--- src/rtl/alu22_pkg.sv ---
package alu22_pkg;
  localparam int unsigned OP_W = 5;

  typedef enum logic [OP_W-1:0] {
    OP_PASS_A  = 5'd0,  OP_PASS_B  = 5'd1,  OP_NOT_A   = 5'd2,
    OP_NOT_B   = 5'd3,  OP_XOR     = 5'd4,  OP_OR      = 5'd5,
    OP_AND     = 5'd6,  OP_NAND    = 5'd7,  OP_XNOR    = 5'd8,
    OP_ZERO    = 5'd9,  OP_ONES    = 5'd10, OP_INC_A   = 5'd11,
    OP_INC_B   = 5'd12, OP_DEC_A   = 5'd13, OP_DEC_B   = 5'd14,
    OP_NEG_A   = 5'd15, OP_NEG_B   = 5'd16, OP_ADD     = 5'd17,
    OP_ADD_C   = 5'd18, OP_SUB     = 5'd19, OP_SUB_C   = 5'd20,
    OP_RSUB    = 5'd21
  } op_e;

  localparam int unsigned LAST_LOGIC_OP = 10;
  localparam int unsigned LAST_OP       = 21;
endpackage

--- src/rtl/alu22_logic.sv ---
module alu22_logic
  import alu22_pkg::*;
#(
  parameter int unsigned WIDTH = 8
) (
  input  logic [WIDTH-1:0] a_i,
  input  logic [WIDTH-1:0] b_i,
  input  op_e              op_i,
  output logic [WIDTH-1:0] res_o
);
  always_comb begin
    unique case (op_i)
      OP_PASS_A: res_o = a_i;
      OP_PASS_B: res_o = b_i;
      OP_NOT_A:  res_o = ~a_i;
      OP_NOT_B:  res_o = ~b_i;
      OP_XOR:    res_o = a_i ^ b_i;
      OP_OR:     res_o = a_i | b_i;
      OP_AND:    res_o = a_i & b_i;
      OP_NAND:   res_o = ~(a_i & b_i);
      OP_XNOR:   res_o = ~(a_i ^ b_i);
      OP_ONES:   res_o = '1;
      default:   res_o = '0;
    endcase
  end

  always_comb begin
    if (op_i == OP_ZERO) p_zero_const_r3: assert (res_o == '0);
    if (op_i == OP_ONES) p_ones_const_r3: assert (&res_o);
  end
endmodule

--- src/rtl/alu22_arith.sv ---
module alu22_arith
  import alu22_pkg::*;
#(
  parameter int unsigned WIDTH = 8
) (
  input  logic [WIDTH-1:0] a_i,
  input  logic [WIDTH-1:0] b_i,
  input  logic             cin_i,
  input  op_e              op_i,
  output logic [WIDTH-1:0] res_o,
  output logic             cout_o
);
  localparam int unsigned SUM_W = WIDTH + 1;

  logic [WIDTH-1:0] x_opnd, y_opnd;
  logic             add_cin, flip_cout;
  logic [SUM_W-1:0] sum_ext;

  // Operand conditioning onto a single adder; borrow ops invert the carry.
  always_comb begin
    x_opnd    = '0;
    y_opnd    = '0;
    add_cin   = 1'b0;
    flip_cout = 1'b0;
    unique case (op_i)
      OP_INC_A: begin x_opnd = a_i;  add_cin = 1'b1; end
      OP_INC_B: begin x_opnd = b_i;  add_cin = 1'b1; end
      OP_DEC_A: begin x_opnd = a_i;  y_opnd = '1; flip_cout = 1'b1; end
      OP_DEC_B: begin x_opnd = b_i;  y_opnd = '1; flip_cout = 1'b1; end
      OP_NEG_A: begin x_opnd = ~a_i; add_cin = 1'b1; end
      OP_NEG_B: begin x_opnd = ~b_i; add_cin = 1'b1; end
      OP_ADD:   begin x_opnd = a_i;  y_opnd = b_i; end
      OP_ADD_C: begin x_opnd = a_i;  y_opnd = b_i; add_cin = cin_i; end
      OP_SUB:   begin x_opnd = a_i;  y_opnd = ~b_i; add_cin = 1'b1;   flip_cout = 1'b1; end
      OP_SUB_C: begin x_opnd = a_i;  y_opnd = ~b_i; add_cin = ~cin_i; flip_cout = 1'b1; end
      OP_RSUB:  begin x_opnd = b_i;  y_opnd = ~a_i; add_cin = 1'b1;   flip_cout = 1'b1; end
      default:  ;
    endcase
  end

  assign sum_ext = {1'b0, x_opnd} + {1'b0, y_opnd} + {{WIDTH{1'b0}}, add_cin};
  assign res_o   = sum_ext[WIDTH-1:0];
  assign cout_o  = sum_ext[WIDTH] ^ flip_cout;

  always_comb begin
    if (op_i == OP_INC_A && cout_o) p_inc_wrap_r4: assert ((res_o == '0) && (&a_i));
    if (op_i == OP_DEC_A && cout_o) p_dec_wrap_r5: assert ((&res_o) && (a_i == '0));
    if (op_i == OP_NEG_B)           p_neg_zero_r6: assert (cout_o == (b_i == '0));
    if (op_i == OP_SUB)             p_sub_borrow_r8: assert (cout_o == (a_i < b_i));
    if (op_i == OP_RSUB)            p_rsub_borrow_r9: assert (cout_o == (b_i < a_i));
  end
endmodule

--- src/rtl/alu22.sv ---
module alu22
  import alu22_pkg::*;
#(
  parameter int unsigned WIDTH = 8
) (
  input  logic [WIDTH-1:0] a_i,
  input  logic [WIDTH-1:0] b_i,
  input  logic             carry_i,
  input  logic [OP_W-1:0]  op_i,
  output logic [WIDTH-1:0] result_o,
  output logic             carry_o
);
  op_e              op;
  logic [WIDTH-1:0] logic_res, arith_res;
  logic             arith_cout;
  logic             is_logic, is_arith;

  assign op       = op_e'(op_i);
  assign is_logic = (op_i <= OP_W'(LAST_LOGIC_OP));
  assign is_arith = !is_logic && (op_i <= OP_W'(LAST_OP));

  alu22_logic #(.WIDTH(WIDTH)) u_logic (
    .a_i (a_i), .b_i (b_i), .op_i (op), .res_o (logic_res)
  );

  alu22_arith #(.WIDTH(WIDTH)) u_arith (
    .a_i (a_i), .b_i (b_i), .cin_i (carry_i), .op_i (op),
    .res_o (arith_res), .cout_o (arith_cout)
  );

  always_comb begin
    result_o = '0;
    carry_o  = 1'b0;
    if (is_logic) begin
      result_o = logic_res;
    end else if (is_arith) begin
      result_o = arith_res;
      carry_o  = arith_cout;
    end
  end

  always_comb begin
    if (is_logic)              p_logic_no_carry_r2: assert (!carry_o);
    if (!is_logic && !is_arith) p_unused_code_r11: assert ((result_o == '0) && !carry_o);
  end
endmodule

--- config.mk ---
export PLATFORM = sky130hd
export DESIGN_NAME = alu22
export DESIGN_NICKNAME = d
export VERILOG_FILES = /design/src/rtl/alu22_pkg.sv /design/src/rtl/alu22_logic.sv /design/src/rtl/alu22_arith.sv /design/src/rtl/alu22.sv
export SDC_FILE = /design/constraint.sdc
export NUM_CORES = 1
export LEC_CHECK = 0
export BUFFER_PORTS_ARGS = -buffer_cell sky130_fd_sc_hd__clkbuf_2
export CAP_MARGIN = 20
export CORE_MARGIN = 2
export CORE_UTILIZATION = 61
export DETAILED_ROUTE_END_ITERATION = 12
export PLACE_DENSITY_LB_ADDON = 0.05
export SLEW_MARGIN = 40
export SYNTH_ARGS = -nofsm -noshare
export SYNTH_HDL_FRONTEND = slang
export SYNTH_SLANG_ARGS = --single-unit
--- constraint.sdc ---
create_clock -name vclk -period 3.5
set_input_delay 0.175 -clock vclk [all_inputs]
set_output_delay 0.175 -clock vclk [all_outputs]
set_load 0.01 [all_outputs]
[Word-level counts from Yosys, hierarchy flattened]
Cells that the tools add are included.
Storage, ports and cells
  bits in registers: 0
  output and inout bits: 9
  logic and storage cells: 52
Operators by class
  add/subtract/negate cells: 2
  order comparisons: 2
  equal/unequal tests: 20
  mux-type cells: 9
  bitwise gates (word level): 9
  reductions and logical operators: 10
Operator list (count)
  one-hot mux 8 bit (10 select lines): 1
  one-hot mux 8 bit (4 select lines): 2
  == test 5 x 4 -> 1 bit, second input constant: 7
  NOT 8 bit: 4
  == test 5 bit, second input constant: 6
  == test 5 x 3 -> 1 bit, second input constant: 4
  two-way mux 8 bit: 2
  OR reduction 6 bit: 2
  == test 5 x 2 -> 1 bit, second input constant: 2
  adder 8 x 8 -> 9 bit: 1
  adder 9 x 1 -> 9 bit: 1
  AND 8 bit: 1
  OR 8 bit: 1
  bitwise XOR 8 bit: 1
  OR reduction 2 bit: 3
  == test 5 x 1 -> 1 bit, second input constant: 1
  less-or-equal comparator 5 x 4 -> 1 bit, second input constant: 1
  less-or-equal comparator 5 bit, second input constant: 1
  logical NOT 5 bit: 1
  OR reduction 5 bit: 1
  two-way mux 1 bit: 3
  one-hot mux 1 bit (3 select lines): 1
  OR reduction 3 bit: 1
  logical AND 1 bit: 1
  3 further kinds: 3

[Longest topological paths before layout]
  depth after elaboration: 8
  depth in mapped cells: 16
  depth with buffers taken out: 15

[By module]
From an unflattened synthesis, not the netlist that was laid out.
Second synthesis, totals
  cell total of the unflattened synthesis: 261
  area total of the unflattened synthesis: 1968.1 um^2
Modules (own cells, without submodules)
  alu22_logic: times used 1, cells each 136, area an instance 967.2 um^2, seq. area each 0.0 um^2
  alu22_arith: times used 1, cells each 110, area an instance 877.1 um^2, seq. area each 0.0 um^2
  alu22: times used 1, cells each 15, area an instance 123.9 um^2, seq. area each 0.0 um^2

[Least setup slack after synthesis]
OpenSTA, ideal clock, no wires.
  path kind: input -> output
  start: in op_i[2]
  end: out carry_o
  arrival: 2.688 ns
  data required time: 3.325 ns
  setup slack: 0.637 ns
  cell stages on the path: 16
  path buffers: 1
  cells stage by stage: buf_4 and2b_4 o21ai_1 o21ai_1 nand2_1 o21ai_2 a221oi_1 fa_1 inv_1 fa_1 a21o_1 a21oi_2 o221ai_1 a21oi_1 xor2_1 nor2_1
On the way
  cells in the longest elaborated chain, start to end: 8
  elaborated cells between the ends (all ways): 31
  those cells by class: add/sub: 2; order compare: 2; eq/ne: 11; mux: 6; bitwise: 1; reduce/logical: 9
RTL lines
  start, declared: line alu22.sv:9  | input logic [OP_W-1:0] op_i,
  == test 5 bit (tied with other cells): line alu22_arith.sv:25  | unique case (op_i)
  OR reduction 6 bit (no line) (tied with other cells)
  one-hot mux 8 bit (4 select lines): line alu22_arith.sv:25
  adder 8 x 8 -> 9 bit: line alu22_arith.sv:41  | assign sum_ext = {1'b0, x_opnd} + {1'b0, y_opnd} + {{WIDTH{1'b0}}, add_cin};
  adder 9 x 1 -> 9 bit: line alu22_arith.sv:41
  bitwise XOR 1 bit: line alu22_arith.sv:43  | assign cout_o = sum_ext[WIDTH] ^ flip_cout;
  two-way mux 1 bit: line alu22.sv:36  | end else if (is_arith) begin
  two-way mux 1 bit *: line alu22.sv:34  | if (is_logic) begin
  end, declared: line alu22.sv:11  | output logic carry_o
Mark *: on every way between the ends. The rest lies on a longest branch, timed or not.

[Final worst setup path]
  start: in op_i[0]
  end: out carry_o
The elaborated chain is that of the path after synthesis.

==> impl_results.md <==
- Non-Filler Instances: 347
- Sequential cell fraction of total power: 0%
- Vias in the first global route: 1882
- Fillcell total: 294
- Tot Pwr: 0.290 mW
- Warnings, synthesis: 0
- Clkbuf count: 0
- Register area share after synthesis: 0%
- Largest family of logic cells by synthesized area: compound AO/OA/AOI/OAI gates
- Grt ovf: 0
- Final min period: 3300 ps
- Min setup slack post-route: 199 ps
- Internal power: 0.118 mW
- Share of cells above drive strength 1: 21.5%
- Initial Util: 63.8%
- Clk pwr share: 0%
- Tcrit/Tclk final: 94.3%
- CP required: 3320 ps
- # rows: 20
- Register area: 0 um^2
- Pin count of the biggest net entering global routing: 27
- Fmax: 0.303 GHz
- Synth Cell Area: 1950 um^2
- MaxCap Viol Count: 0
- Vias per cell: 6.66
- Syn Nets: 322
- IO buf count: 31
- Routed len/inst: 16.6 um
- CP Class: in2out
- Final Net Count: 352
- Min-delay src: a_i[1]
- Post-Syn Instances: 275
- Multi-input gate area: 1730 um^2
- First-pass GRT wire length: 9090 um
- Post-synthesis cell type count: 55
- Chip width: 60.5 um
- Power Dens Cells: 135 nW/um^2
- Post-synthesis adder-cell area fraction: 16.8%
- GPL Wtd Cong: 0.988
- Leak Pwr: 0.962 nW
- Mean Syn Cell Area: 7.08 um^2
- Most frequent cells in the layout: 31 x clkbuf_2, 23 x ha_1, 21 x nand2_1
- # setup viols final: 0
- DR iter-0 viols: 204
- Dpl cell area: 2130 um^2
- Max Slew Vio Count: 0
- CP Launch Type: input pin
- # IOs: 31
- Seq cells: 0
- Synth Area in Compound Gates: 42.3%
- Antenna violations before repair: 0
- Critical Path Fanout Max: 17
- Synthesis-to-layout area growth: 9.89%
- Number of remaining DRC errors: 0
- Pre-CTS WS: 232 ps
- Final instance area: 2140 um^2
- Die Area: 3660 um^2
- All-Layer GR Usage: 32.4%
- Final ANT Viol Nets: 0
- Post-DP HPWL: 4370 um
- Final TNS setup: 0 ps
- WHS Path Cells: 4
- Via count: 2312
- DIE HEIGHT: 60.5 um
- Slew margin rel.: 70.6%
- Final core occ: 70.1%
- Core area: 3050 um^2
- Outcome: finished, final reports clean
- Final Routed Wirelength: 5760 um
- Maximum VDD drop: 0.0000844 V
- Most common cell after layout, fill and taps aside: clkbuf_2
- Worst hold slack: 875 ps
- Post-synthesis xor/xnor area fraction: 8.48%
- Sw Ratio: 59.1%
- Measured slew at the worst slew-check pin: 437 ps
- Net switching power: 0.171 mW
- Crit. Startpoint: op_i[0]
- RSZ-0062 raised after global routing: false
- N_diodes: 0
- Mux cell area share after synthesis: 0.514%
- Drt pass-1 iters: 5
- CP Capture Type: primary output
- Combinational share of power: 100.0%
- Post-synthesis simple-gate area fraction: 20.6%
- Worst hold path type: in2out
- Hold Fails Final Rpt: 0
- Dpl cells: 347
- CP arrival: 3130 ps
- CTS Hold Bufs: 0
==> cells in the mapped netlist, types with 5 or more instances <==
cell type / count / area [um^2]
o22ai_1: 15 / 93.8
a211oi_1: 6 / 45.0
nand2_1: 21 / 78.8
xnor2_1: 7 / 61.3
a22oi_1: 11 / 82.6
ha_1: 23 / 288
buf_6: 6 / 67.6
o221ai_1: 5 / 43.8
a221o_1: 7 / 70.1
o211ai_1: 8 / 60.1
xor2_1: 10 / 87.6
o21ai_0: 18 / 90.1
a21oi_1: 18 / 90.1
nand2b_1: 6 / 37.5
nor2_1: 20 / 75.1
inv_1: 20 / 75.1
==> kinds of logic (layout without fill, tap and decap cells) <==
logic type / Yosys count / in the layout
compound gates: 118 / 118
simple gates: 75 / 75
buf+inv: 38 / 66
fa+ha+maj: 25 / 25
xor+xnor: 18 / 18
mux: 1 / 1
==> critical path, stage by stage <==
cell and delay, ps:
clkbuf_2 360, or3b_4 220, o21ai_2 60, nand2_4 150
nor2_1 50, a211oi_1 310, fa_1 260, inv_1 60
fa_1 390, a21o_1 180, a21oi_2 210, o221ai_1 150
a21oi_1 200, xor2_1 160, nor2_1 50, clkbuf_2 130
==> power by group through the flow <==
stage	Sequential (mW)	Combinational, mW	Clock [mW]
detailed placement	0	0.283	0
global route	0	0.319	0
CTS	0	0.284	0
floorplan	0	0.203	0
finish	0	0.290	0
global placement	0	0.279	0
==> what timing repair did <==
item                       in CTS  in global routing
gates resized for setup         0                  1
buffers inserted                0                  0
setup endpoints to repair       0                  1
==> per-layer routing <==
layer / vias to the layer above / share of wire [%] / global-route usage (%)
li1: 1105 / - / -
met1: 1068 / 43 / 46.5
met2: 124 / 45 / 55.0
met3: 15 / 8.9 / 1.92
met4: 0 / 2.3 / 4.66
met5: - / 0 / 0
==> area by class of cell <==
class | count | share of cell area (%)
Timing Repair Buffer | 45 | 12.7
Multi-Input combinational cell | 237 | 81.0
Inverter | 21 | 3.68
Tap cell | 44 | 2.57
==> path summary, 6_finish.rpt <==
kind / end / slack, ps
max: carry_o / 200
min: result_o[1] / 870
(Power assumes the default switching activity.)
